File: src/rtl/cbr_pkg.sv
package cbr_pkg;

    // Which byte opened the current freeze, if any.
    typedef enum logic [1:0] {
        HOLD_FREE  = 2'd0,
        HOLD_BY_HI = 2'd1,
        HOLD_BY_LO = 2'd2
    } hold_state_e;

    // Effective read request after resolving simultaneous strobes.
    typedef enum logic [1:0] {
        RD_NONE = 2'd0,
        RD_HIGH = 2'd1,
        RD_LOW  = 2'd2
    } rd_sel_e;

    function automatic rd_sel_e resolve_read(input logic hi, input logic lo);
        if (hi)      return RD_HIGH;
        else if (lo) return RD_LOW;
        else         return RD_NONE;
    endfunction

endpackage

File: src/rtl/cbr_value_reg.sv
module cbr_value_reg #(
    parameter int BYTE_W = 8,
    localparam int DATA_W = 2 * BYTE_W
) (
    input  logic              clk,
    input  logic              rst_n,
    input  logic              wr_hi,
    input  logic              wr_lo,
    input  logic [BYTE_W-1:0] wr_data,
    input  logic              load_en,
    input  logic [DATA_W-1:0] load_val,
    output logic [DATA_W-1:0] value_q
);
    // Lane 0 is the low half, lane 1 the high half.
    for (genvar g = 0; g < 2; g++) begin : g_lane
        logic [BYTE_W-1:0] lane_d;
        logic [BYTE_W-1:0] lane_q;
        logic              lane_wr;

        assign lane_wr = (g == 1) ? wr_hi : wr_lo;

        always_comb begin
            lane_d = lane_q;
            if (lane_wr)
                lane_d = wr_data;
            else if (load_en)
                lane_d = load_val[g*BYTE_W +: BYTE_W];
        end

        always_ff @(posedge clk or negedge rst_n) begin
            if (!rst_n) lane_q <= '0;
            else        lane_q <= lane_d;
        end

        assign value_q[g*BYTE_W +: BYTE_W] = lane_q;
    end
endmodule

File: src/rtl/cbr_hold_ctrl.sv
module cbr_hold_ctrl
    import cbr_pkg::*;
#(
    parameter int BYTE_W = 8,
    localparam int DATA_W = 2 * BYTE_W
) (
    input  logic              clk,
    input  logic              rst_n,
    input  logic              cap_mode,
    input  logic              ctrl_wr,
    input  rd_sel_e           rd_sel,
    input  logic [DATA_W-1:0] value_q,
    output logic              held,
    output logic [DATA_W-1:0] hold_buf
);
    typedef struct packed {
        hold_state_e       st;
        logic [DATA_W-1:0] buff;
    } hold_t;

    hold_t hold_d, hold_q;

    always_comb begin
        hold_d = hold_q;
        if (ctrl_wr || !cap_mode) begin
            hold_d.st = HOLD_FREE;
        end else begin
            unique case (hold_q.st)
                HOLD_FREE: begin
                    if (rd_sel == RD_HIGH) begin
                        hold_d.st   = HOLD_BY_HI;
                        hold_d.buff = value_q;
                    end else if (rd_sel == RD_LOW) begin
                        hold_d.st   = HOLD_BY_LO;
                        hold_d.buff = value_q;
                    end
                end
                HOLD_BY_HI: if (rd_sel == RD_LOW)  hold_d.st = HOLD_FREE;
                HOLD_BY_LO: if (rd_sel == RD_HIGH) hold_d.st = HOLD_FREE;
                default:    hold_d.st = HOLD_FREE;
            endcase
        end
    end

    always_ff @(posedge clk or negedge rst_n) begin
        if (!rst_n) begin
            hold_q.st   <= HOLD_FREE;
            hold_q.buff <= '0;
        end else begin
            hold_q <= hold_d;
        end
    end

    assign held     = (hold_q.st != HOLD_FREE);
    assign hold_buf = hold_q.buff;
endmodule

File: src/rtl/cbr_read_mux.sv
module cbr_read_mux
    import cbr_pkg::*;
#(
    parameter int BYTE_W = 8,
    localparam int DATA_W = 2 * BYTE_W
) (
    input  rd_sel_e           rd_sel,
    input  logic              held,
    input  logic [DATA_W-1:0] hold_buf,
    input  logic [DATA_W-1:0] value_q,
    output logic [BYTE_W-1:0] rd_data
);
    logic [DATA_W-1:0] src;

    always_comb begin
        src = held ? hold_buf : value_q;
        unique case (rd_sel)
            RD_HIGH: rd_data = src[DATA_W-1:BYTE_W];
            RD_LOW:  rd_data = src[BYTE_W-1:0];
            default: rd_data = '0;
        endcase
    end
endmodule

File: src/rtl/cbr_coherent_read.sv
module cbr_coherent_read
    import cbr_pkg::*;
#(
    parameter int BYTE_W = 8,
    localparam int DATA_W = 2 * BYTE_W
) (
    input  logic              clk,
    input  logic              rst_n,
    input  logic              cap_mode,
    input  logic              ctrl_wr,
    input  logic              rd_hi,
    input  logic              rd_lo,
    input  logic              wr_hi,
    input  logic              wr_lo,
    input  logic [BYTE_W-1:0] wr_data,
    input  logic              load_en,
    input  logic [DATA_W-1:0] load_val,
    output logic [BYTE_W-1:0] rd_data,
    output logic [DATA_W-1:0] value
);
    rd_sel_e           rd_sel;
    logic              held_w;
    logic [DATA_W-1:0] hold_buf_w;
    logic [DATA_W-1:0] value_w;

    assign rd_sel = resolve_read(rd_hi, rd_lo);

    cbr_value_reg #(.BYTE_W(BYTE_W)) u_value (
        .clk      (clk),
        .rst_n    (rst_n),
        .wr_hi    (wr_hi),
        .wr_lo    (wr_lo),
        .wr_data  (wr_data),
        .load_en  (load_en),
        .load_val (load_val),
        .value_q  (value_w)
    );

    cbr_hold_ctrl #(.BYTE_W(BYTE_W)) u_hold (
        .clk      (clk),
        .rst_n    (rst_n),
        .cap_mode (cap_mode),
        .ctrl_wr  (ctrl_wr),
        .rd_sel   (rd_sel),
        .value_q  (value_w),
        .held     (held_w),
        .hold_buf (hold_buf_w)
    );

    cbr_read_mux #(.BYTE_W(BYTE_W)) u_mux (
        .rd_sel   (rd_sel),
        .held     (held_w),
        .hold_buf (hold_buf_w),
        .value_q  (value_w),
        .rd_data  (rd_data)
    );

    assign value = value_w;
endmodule

File: config.mk
export PLATFORM = sky130hd
export DESIGN_NAME = cbr_coherent_read
export DESIGN_NICKNAME = d
export VERILOG_FILES = /design/src/rtl/cbr_pkg.sv /design/src/rtl/cbr_value_reg.sv /design/src/rtl/cbr_hold_ctrl.sv /design/src/rtl/cbr_read_mux.sv /design/src/rtl/cbr_coherent_read.sv
export SDC_FILE = /design/constraint.sdc
export NUM_CORES = 1
export LEC_CHECK = 0
export BUFFER_PORTS_ARGS = -buffer_cell sky130_fd_sc_hd__buf_2
export CORE_MARGIN = 4
export CORE_UTILIZATION = 50
export CTS_BUF_LIST = sky130_fd_sc_hd__clkbuf_16
export DETAILED_ROUTE_END_ITERATION = 10
export PLACE_DENSITY_LB_ADDON = 0.12
export SYNTH_ARGS = -nofsm -noshare
export SYNTH_HDL_FRONTEND = slang
export SYNTH_SLANG_ARGS = --single-unit
File: constraint.sdc
create_clock -name clk -period 4.7 [get_ports clk]
set_input_delay 0.94 -clock clk [delete_from_list [all_inputs] [get_ports clk]]
set_output_delay 0.94 -clock clk [all_outputs]
set_load 0.01 [all_outputs]
Word level (Yosys, flattened, before mapping). Cells that the tools add are included.

Equality and inequality tests: 7. Multiplexer cells: 14. Bitwise gates (word level): 1. Reduce and logical (&&, ||, !) cells: 9.

Operator list (number): 18-bit 2-to-1 mux (2); 8-bit 2-to-1 mux (4); 16-bit 2-to-1 mux (1); 8-bit one-hot mux with 2 select lines (1); 2-bit 2-to-1 mux (5); 2-bit nonzero test (4); 3-bit by 1-bit != test with 1-bit output, second input constant (2); 2-bit one-hot mux with 3 select lines (1); 3-bit AND reduction (2); 2-bit by 1-bit equality test with 1-bit output, second input constant (2); 2-bit equality test, second input constant (2); 4-bit by 1-bit != test with 1-bit output, second input constant (1); 2-bit zero test (1); 1-bit zero test (1); 1-bit logical OR (1); 1-bit inverter (1).

Bits in registers: 34. Input bits: 33. Output and inout bits: 24. Logic and storage cells: 35.

Logic depth before layout (Yosys ltp). Gate-level depths: netlist of the first run.

Depth in word-level cells: 7. Depth in mapped cells: 4. Mapped depth without buffers: 3.

Modules after synthesis. A second synthesis of the first run with hierarchy kept.

Cells, all modules: 166. Area total of the unflattened synthesis: 1908.1 µm².

By module, submodules not included: cbr_hold_ctrl (times used 1, cells an instance 63, area each 858.3 µm², seq. area each 450.4 µm²); cbr_value_reg (times used 1, cells an instance 68, area each 742.0 µm², seq. area each 400.4 µm²); cbr_read_mux (times used 1, cells an instance 34, area each 294.0 µm², seq. area each 0.0 µm²); cbr_coherent_read (times used 1, cells an instance 1, area each 13.8 µm², seq. area each 0.0 µm²).

Worst setup path after synthesis of the first run. No wires, ideal clock.

Kind: input to output. Start point: in rd_hi. End point: out rd_data[0]. Arrival time: 1.495 ns. Required time: 3.760 ns. Path slack: 2.265 ns. Stages on the path: 3. Path buffers: 0. Cells stage by stage: inv_2 > nand2_1 > o22ai_1.

Word-level cells in the longest chain between the ends: 3. Elaborated cells on any way between the ends: 4.

Ends and longest elaborated chain: start: declaration (RTL line cbr_coherent_read.sv:11) `input logic rd_hi,`; 2-bit 2-to-1 mux * (RTL line cbr_pkg.sv:18) `if (hi) return RD_HIGH;`; 2-bit equality test or 2-bit by 1-bit equality test with 1-bit output (tied branches) (RTL line cbr_read_mux.sv:17) `unique case (rd_sel)`; 8-bit one-hot mux with 2 select lines * (RTL line cbr_read_mux.sv:17); end: declaration (RTL line cbr_coherent_read.sv:18) `output logic [BYTE_W-1:0] rd_data,`.

Every way passes the cells marked *; elsewhere a longest branch is shown, timed or not.

Worst setup path in the final report of the first run.
Start point: reg u_hold.hold_q[16] (netlist name). End point: out rd_data[1].

Word-level cells in the longest chain between the ends: 3.

Ends and longest elaborated chain: start: declaration (RTL line cbr_hold_ctrl.sv:21) `hold_t hold_d, hold_q;`; start signal: assignment (RTL line cbr_hold_ctrl.sv:50) `hold_q <= hold_d;`; 2-bit nonzero test (RTL line cbr_hold_ctrl.sv:54) `assign held = (hold_q.st != HOLD_FREE);`; 16-bit 2-to-1 mux (RTL line cbr_read_mux.sv:16) `src = held ? hold_buf : value_q;`; 8-bit one-hot mux with 2 select lines (RTL line cbr_read_mux.sv:17).

No other way between the ends.

==> impl_metrics.json, run 1 <==
{
  "outcome": "finished, final reports clean",
  "ys_seq_elements": 34,
  "fillers": 275,
  "ant_nets": 0,
  "postSynthCellCount": 138,
  "endpoint_kind": "output pin",
  "cts_hold_buf": 0,
  "irDropWorstVdd_v": 0.000350,
  "die_y_um": 65.6,
  "clk_latency_ns": 0.27,
  "pwr-share-clk_pct": 35.8,
  "combPwrFrac_pct": 18.7,
  "async_flop_share_pct": 100,
  "drt_pre_antenna_iters": 4,
  "floorplan.initialDensity_pct": 53.4,
  "cts_setup_buffers": 0,
  "layout_commonest_cell": "buf_2",
  "grt_overflow": 0,
  "tightestPinTransition_ns": 1.12,
  "worstSetupPathType": "reg2out",
  "rows": 20,
  "netlist_area_um2": 1660,
  "critPathMaxStageDelay_ns": 0.86,
  "yosysUniqueCellTypes": 19,
  "cts_buffers": 5,
  "clock_sinks": 34,
  "whs_path_depth": 1,
  "root_buffer": "clkbuf_16",
  "path_max_fanout": 16,
  "p_int_mw": 0.609,
  "synth_fp_nets": 171,
  "area_delta_synth_final_pct": 26.1,
  "cts-htree-levels": 2,
  "grt_first_pass_wirelength_um": 5980,
  "fin_area_um2": 2090,
  "wirelength_um": 3730,
  "cp_num_buf_inv": 1,
  "grt_pass1_vias": 1281,
  "vias_per_cell": 5.33,
  "yosys_warnings": 0,
  "timing.rr.start": "u_hold.hold_q[17]$_DFFE_PN0P_",
  "drv_slew": 0,
  "pwr-share-seq_pct": 45.5,
  "power.total_mw": 0.818,
  "layout-drive-gt1-share_pct": 41.5,
  "hold_viol": 0,
  "min_to": "u_hold.hold_buf[15]$_DFFE_PN0P_",
  "clock_tree.buffer_depth": 2,
  "use_met1_pct": 22.1,
  "timing.rr.end": "u_hold.hold_buf[3]$_DFFE_PN0P_",
  "dr.first_iter.drc_count": 32,
  "cts_resized": 0,
  "wl_per_cell_um": 15.6,
  "rsz0062_at_grt": "false",
  "grt_use_met3_pct": 5.81,
  "fin_worst_skew_ns": 0.00428,
  "r2r_slack_ns": 2.75,
  "cts_tree": "yes",
  "whs_ns": 0.507,
  "track_usage_pct": 18.7,
  "clk_pin_slew_ns": 0.05,
  "synth_flop_cell": "dfrtp_1",
  "top_usage_layer": "met2",
  "io_buffers": 56,
  "drc": 0,
  "max_freq_mhz": 321,
  "multi_input_area_um2": 762,
  "synth.avg_cell_area_um2": 12.0,
  "nets": 228,
  "finalCriticalPeriod_ns": 3.11,
  "core_um2": 3100,
  "crit_path_start_kind": "flop",
  "die_w_um": 65.6,
  "layout_common_cells": "buf_2 (56), dfrtp_1 (34), mux2i_1 (32), nand2_1 (17)",
  "num_vias": 1275,
  "cp.arrival_ns": 2.17,
  "n_antenna_cell": 0,
  "grtUsageMet2_pct": 31.9,
  "instances_no_fill": 239,
  "antenna_found_initial": 0,
  "regArea_um2": 851,
  "dieArea_um2": 4300,
  "min_from": "u_hold.hold_buf[15]$_DFFE_PN0P_",
  "place.gp.congestion": 0.761,
  "p_sw_mw": 0.208,
  "p_leak_nw": 1.11,
  "place_inst": 232,
  "path_cells": "nor2_2 -> mux2i_1 -> o22ai_1 -> buf_2",
  "rr_worst_depth": 2,
  "slew_headroom_pct": 25.4,
  "io_pins": 57,
  "synth-edff-count": 0,
  "tns_ns": 0,
  "layout_worst_path_cycle_share_pct": 66.2,
  "crit_family": "simple AND/OR/NAND/NOR gates",
  "place_hpwl_um": 2680,
  "critPathSlowestCell": "nor2_2",
  "setup_viol": 0,
  "crit_required_ns": 3.76,
  "placed_cell_area_um2": 1960,
  "power_density_nw_per_um2": 392,
  "cap_violations": 0,
  "holdCritPathClass": "reg2reg",
  "grt_max_degree": 35,
  "switching_share_pct": 25.5,
  "cp.depth": 4,
  "yosysSeqAreaShare_pct": 51.4
}
==> power by group through the flow <==
stage | clock [mW] | sequential [mW] | combinational (mW)
2_1_floorplan | 0 | 0.375 | 0.0926
3_3_place_gp | 0 | 0.372 | 0.149
3_5_place_dp | 0 | 0.376 | 0.155
4_1_cts | 0.299 | 0.372 | 0.155
5_1_grt | 0.316 | 0.378 | 0.168
6_report | 0.293 | 0.372 | 0.153
==> metrics by stage <==
stage | utilization, % | setup slack [ns]
finish | 67.3 | 1.59
global route | 67.3 | 1.51
global placement | 63.0 | 1.86
detailed placement | 63.0 | 1.82
floorplan | - | 2.27
CTS | 67.3 | 1.60
==> state kept, by name, summed over array words and instances, names as in the netlist <==
register               flops
u_hold.hold_buf           16
u_value.g_lane.lane_q     16
u_hold.hold_q              2
==> cell families (layout without fill, tap and decap cells) <==
kind of cell / after synthesis / after routing / share of synthesized area [%]
flip-flops: 34 / 34 / 51.4
multiplexers: 48 / 48 / 30.2
AND/OR/NAND/NOR: 22 / 22 / 5.97
AO/OA/AOI/OAI: 26 / 26 / 9.82
buffers and inverters: 8 / 65 / 2.64
==> cells in the mapped netlist (2+ instances only) <==
cell	count	area share, %
o22ai_1	8	3.0
dfrtp_1	34	51
buf_2	2	0.60
o21ai_0	16	4.8
nand2_1	17	3.9
mux2_2	16	11
clkbuf_1	2	0.45
mux2i_1	32	19
==> per-layer routing <==
metal | share of wire, % | routed length [um] | up-vias
met3 | 5.8 | 218 | 5
met4 | 0.96 | 36 | 0
met2 | 49 | 1840 | 36
met5 | 0 | 0 | -
met1 | 44 | 1640 | 620
li1 | - | - | 614
==> area by class of cell <==
| cell class | count | share of cell area, % |
|---|---|---|
| Sequential cell | 34 | 40.7 |
| Multi-Input combinational cell | 96 | 36.5 |
| Timing Repair Buffer | 56 | 13.4 |
| Clock buffer | 5 | 5.99 |
| Tap cell | 44 | 2.64 |
| Clock inverter | 2 | 0.359 |
| Inverter | 2 | 0.359 |
==> how the worst max path moves through the flow <==
stage,startpoint,to
6_report,u_hold.hold_q[16]$_DFFE_PN0P_,rd_data[1]
3_5_place_dp,rd_hi,rd_data[2]
2_1_floorplan,rd_hi,rd_data[0]
4_1_cts,u_hold.hold_q[16]$_DFFE_PN0P_,rd_data[1]
5_1_grt,u_hold.hold_q[16]$_DFFE_PN0P_,rd_data[1]
3_3_place_gp,rd_hi,rd_data[4]
No activity file was read; power rests on OpenSTA's default activity.
==> run 2: changes to the inputs <==
--- a/config.mk
+++ b/config.mk
@@ -7,7 +7,7 @@
 export LEC_CHECK = 0
 export BUFFER_PORTS_ARGS = -buffer_cell sky130_fd_sc_hd__buf_2
 export CORE_MARGIN = 4
-export CORE_UTILIZATION = 50
+export CORE_UTILIZATION = 44
 export CTS_BUF_LIST = sky130_fd_sc_hd__clkbuf_16
 export DETAILED_ROUTE_END_ITERATION = 10
 export PLACE_DENSITY_LB_ADDON = 0.12
==> constraint.sdc (replaced) <==
create_clock -name clk -period 2.7 [get_ports clk]
set_input_delay 0.54 -clock clk [delete_from_list [all_inputs] [get_ports clk]]
set_output_delay 0.54 -clock clk [all_outputs]
set_load 0.01 [all_outputs]
==> impl_metrics.json, run 2 (synthesis gave the netlist of run 1 again) <==
{
  "critPathMaxStageDelay_ns": 0.44,
  "fin_worst_skew_ns": 0.00241,
  "fin_area_um2": 2130,
  "dr.first_iter.drc_count": 48,
  "place.gp.congestion": 0.752,
  "io_pins": 57,
  "utilization_pct": 58.1,
  "endpoint_kind": "output pin",
  "vias_per_cell": 5.13,
  "top_usage_layer": "met2",
  "finalCriticalPeriod_ns": 2.10,
  "dieArea_um2": 4810,
  "power_density_nw_per_um2": 679,
  "whs_ns": 0.333,
  "path_cells": "nor2_2 -> buf_4 -> mux2i_1 -> o22ai_1 -> buf_2",
  "irDropWorstVdd_v": 0.000393,
  "nets": 232,
  "max_freq_mhz": 476,
  "tns_ns": 0,
  "clock_tree.buffer_depth": 2,
  "rsz0062_at_grt": "false",
  "drc": 0,
  "grtUsageMet2_pct": 27.1,
  "p_leak_nw": 1.13,
  "cts_setup_buffers": 0,
  "antenna_found_initial": 0,
  "holdCritPathClass": "in2async",
  "crit_path_start_kind": "flop",
  "cts_buffers": 5,
  "power.total_mw": 1.44,
  "critPathSlowestCell": "dfrtp_1",
  "layout_worst_path_cycle_share_pct": 77.8,
  "placed_cell_area_um2": 1990,
  "hold_viol": 0,
  "ant_nets": 0,
  "die_w_um": 69.4,
  "grt_use_met3_pct": 6.23,
  "cts-htree-levels": 2,
  "outcome": "finished, final reports clean",
  "cts_tree": "yes",
  "grt_max_degree": 35,
  "track_usage_pct": 16.5,
  "floorplan.initialDensity_pct": 45.2,
  "wl_per_cell_um": 15.0,
  "path_max_fanout": 10,
  "clk_pin_slew_ns": 0.05,
  "drt_pre_antenna_iters": 4,
  "num_vias": 1271,
  "place_hpwl_um": 2670,
  "n_antenna_cell": 0,
  "core_um2": 3660,
  "die_y_um": 69.4,
  "grt_pass1_vias": 1297,
  "io_buffers": 56,
  "cts_resized": 0,
  "slew_headroom_pct": 49.5,
  "tightestPinTransition_ns": 0.757,
  "setup_viol": 0,
  "layout_commonest_cell": "buf_2",
  "worstSetupPathType": "reg2out",
  "use_met1_pct": 19.5,
  "layout-drive-gt1-share_pct": 43.0,
  "clk_latency_ns": 0.28,
  "wirelength_um": 3730,
  "cp.arrival_ns": 1.56,
  "cap_violations": 0,
  "clock_sinks": 34,
  "root_buffer": "clkbuf_16",
  "crit_required_ns": 2.16,
  "rows": 22,
  "area_delta_synth_final_pct": 28.5,
  "drv_slew": 0,
  "cts_hold_buf": 0,
  "grt_first_pass_wirelength_um": 6270,
  "grt_overflow": 0,
  "layout_common_cells": "buf_2 (56), dfrtp_1 (34), mux2i_1 (32), nand2_1 (17)"
}
[run 2: worst paths after layout]
kind | startpoint | end | slack (ns) | cells past startpoint
min in group clk | rd_hi | u_hold.hold_q[17]$_DFFE_PN0P_ | 0.48 | 2
worst min register to register | u_hold.hold_buf[9]$_DFFE_PN0P_ | u_hold.hold_buf[9]$_DFFE_PN0P_ | 0.50 | 1
worst min-delay path | rst_n | u_value.g_lane[1].lane_q[1]$_DFFE_PN0P_ | 0.33 | 1
max in group asynchronous | rst_n | u_value.g_lane[0].lane_q[3]$_DFFE_PN0P_ | 1.88 | 1
worst max-delay path | u_hold.hold_q[16]$_DFFE_PN0P_ | rd_data[4] | 0.60 | 5
worst max register to register | u_hold.hold_q[17]$_DFFE_PN0P_ | u_hold.hold_buf[3]$_DFFE_PN0P_ | 1.24 | 3
[run 2: report_power, final]
group	total [mW]	internal, mW	switching [mW]
Clock	0.530	0.333	0.198
Combinational	0.268	0.142	0.126
Sequential	0.646	0.593	0.0530
[run 2: final cells by class]
type                    instances  area [um^2]
clock buffers                   5          125
clock inverters                 3         12.5
fillers                       325         1530
inverters                       2         7.51
multi-input cells              96          762
flip-flops and latches         34          851
well taps                      48         60.1
repair buffers                 60          310
[run 2: worst max-delay path, delay by kind of cell, from the launching register on]
family,cells,cell delay (ns)
compound gates,1,0.10
flops,1,0.44
mux,1,0.21
buf+inv,2,0.38
simple gates,1,0.15
[run 2: stage by stage]
stage | instances | setup slack (ns)
after floorplan | 138 | 0.836
after global placement | 240 | 0.617
after detailed placement | 240 | 0.629
after CTS | 248 | 0.585
after global routing | 248 | 0.491
final | 248 | 0.599
[run 2: layer usage]
metal  routed length [um]  vias up
met4                   61        0
li1                     -      617
met3                  214        6
met1                 1690      616
met2                 1770       32
met5                    0        -
==> run 3: changes to the inputs <==
--- a/config.mk
+++ b/config.mk
@@ -7,7 +7,7 @@
 export LEC_CHECK = 0
 export BUFFER_PORTS_ARGS = -buffer_cell sky130_fd_sc_hd__buf_2
 export CORE_MARGIN = 4
-export CORE_UTILIZATION = 44
+export CORE_UTILIZATION = 49
 export CTS_BUF_LIST = sky130_fd_sc_hd__clkbuf_16
 export DETAILED_ROUTE_END_ITERATION = 10
 export PLACE_DENSITY_LB_ADDON = 0.12
==> constraint.sdc (replaced) <==
create_clock -name clk -period 2.1 [get_ports clk]
set_input_delay 0.42 -clock clk [delete_from_list [all_inputs] [get_ports clk]]
set_output_delay 0.42 -clock clk [all_outputs]
set_load 0.01 [all_outputs]
==> impl_metrics.json, run 3 (synthesis gave the netlist of run 1 again) <==
{
  "outcome": "finished, final reports clean",
  "pre_cts_slack_ns": 0.283,
  "rr_worst_depth": 3,
  "slew_headroom_pct": 51.1,
  "drv_slew": 0,
  "layout_common_cells": "buf_2 (56), dfrtp_1 (34), mux2i_1 (32), nand2_1 (17)",
  "wl_per_cell_um": 15.2,
  "rsz0062_at_grt": "false",
  "combPwrFrac_pct": 18.6,
  "die_y_um": 66.1,
  "dr.first_iter.drc_count": 55,
  "crit_path_start_kind": "flop",
  "timing.rr.end": "u_hold.hold_buf[10]$_DFFE_PN0P_",
  "cts_tree": "yes",
  "cap_violations": 0,
  "place.gp.congestion": 0.729,
  "floorplan.initialDensity_pct": 52.5,
  "tightestPinTransition_ns": 0.734,
  "path_max_fanout": 10,
  "pwr-share-clk_pct": 36.4,
  "timing.rr.start": "u_hold.hold_q[17]$_DFFE_PN0P_",
  "wirelength_um": 3690,
  "num_vias": 1268,
  "clk_latency_ns": 0.28,
  "setup_viol": 0,
  "wl_met3_um": 240,
  "power.total_mw": 1.85,
  "root_buffer": "clkbuf_16",
  "regArea_um2": 851,
  "n_antenna_cell": 0,
  "die_w_um": 66.1,
  "antenna_found_initial": 0,
  "wl_met1_um": 1540,
  "p_sw_mw": 0.479,
  "layout_commonest_cell": "buf_2",
  "endpoint_kind": "output pin",
  "track_usage_pct": 19.3,
  "ant_nets": 0,
  "layout_worst_path_cycle_share_pct": 93.8,
  "finalCriticalPeriod_ns": 1.97,
  "core_um2": 3150,
  "clock_sinks": 34,
  "max_freq_mhz": 508,
  "place_hpwl_um": 2700,
  "grt_max_degree": 35,
  "cp-endpoint": "rd_data[6]",
  "highest_layer": "met4",
  "p_int_mw": 1.37,
  "crit_required_ns": 1.68,
  "grt_overflow": 0,
  "power_density_nw_per_um2": 875,
  "holdCritPathClass": "in2async",
  "pwr-share-seq_pct": 45.0,
  "worstSetupPathType": "reg2out",
  "tns_ns": 0,
  "clock_tree.buffer_depth": 2,
  "grt_first_pass_wirelength_um": 6220,
  "rows": 20,
  "drt_pre_antenna_iters": 2,
  "drc": 0,
  "io_pins": 57,
  "switching_share_pct": 25.9,
  "cts_buffers": 5,
  "irDropWorstVdd_v": 0.000559,
  "fillers": 284,
  "grt_pass1_vias": 1302,
  "fin_worst_skew_ns": 0.00226,
  "p_leak_nw": 1.12,
  "r2r_slack_ns": 0.59,
  "io_buffers": 56,
  "vias_per_cell": 5.22,
  "cts-htree-levels": 2,
  "cts_hold_buf": 0,
  "dieArea_um2": 4380,
  "hold_viol": 0,
  "cp.arrival_ns": 1.55,
  "area_delta_synth_final_pct": 27.7,
  "layout-drive-gt1-share_pct": 42.7,
  "cts_resized": 0,
  "multi_input_area_um2": 762,
  "nets": 231,
  "worst_slack_ns": 0.130,
  "wl_met2_um": 1860,
  "startpoint": "u_hold.hold_q[16]$_DFFE_PN0P_",
  "cts_setup_buffers": 0,
  "clk_pin_slew_ns": 0.05
}
## run 3: worst max-delay path, cell delays in order, from the launching register on
cell and delay, ns:
dfrtp_1 0.44, nor2_2 0.14, buf_4 0.22, mux2i_1 0.22, o22ai_1 0.09, buf_2 0.15
## run 3: per-layer routing
| metal | global-route usage [%] | vias up |
|---|---|---|
| met5 | 0 | - |
| met1 | 24.1 | 602 |
| met4 | 6.09 | 0 |
| li1 | - | 621 |
| met2 | 31.7 | 38 |
| met3 | 6.12 | 7 |
## run 3: power by group through the flow
| stage | registers (mW) | clock network [mW] | logic, mW |
|---|---|---|---|
| after global routing | 0.850 | 0.726 | 0.385 |
| after floorplan | 0.839 | 0 | 0.207 |
| after detailed placement | 0.843 | 0 | 0.351 |
| after CTS | 0.833 | 0.692 | 0.351 |
| final | 0.833 | 0.675 | 0.345 |
| after global placement | 0.834 | 0 | 0.337 |
## run 3: area by class of cell
class,count,area share [%]
repair buffers,59,14.3
clock buffers,5,5.91
inverters,2,0.355
multi-input cells,96,36.0
well taps,44,2.60
clock inverters,3,0.591
flip-flops and latches,34,40.2
## run 3: how the worst min path moves through the flow
stage	startpoint	to	slack [ns]	depth (start not counted)
after floorplan	rst_n	u_hold.hold_buf[0]$_DFFE_PN0P_	0.12	0
after global placement	u_hold.hold_buf[10]$_DFFE_PN0P_	u_hold.hold_buf[10]$_DFFE_PN0P_	0.49	1
after detailed placement	u_hold.hold_buf[6]$_DFFE_PN0P_	u_hold.hold_buf[6]$_DFFE_PN0P_	0.50	1
after CTS	rst_n	u_value.g_lane[0].lane_q[6]$_DFFE_PN0P_	0.23	1
after global routing	rst_n	u_value.g_lane[0].lane_q[6]$_DFFE_PN0P_	0.29	1
final	rst_n	u_value.g_lane[0].lane_q[6]$_DFFE_PN0P_	0.20	1
## run 3: per-stage QoR
step	std cells	util (%)	instance area (um^2)	hold slack (ns)
finish	243	67.1	2120	0.202
global route	243	67.1	2120	0.287
global placement	235	62.7	1980	0.488
floorplan	138	-	1660	0.124
CTS	243	67.1	2120	0.233
detailed placement	235	62.7	1980	0.496
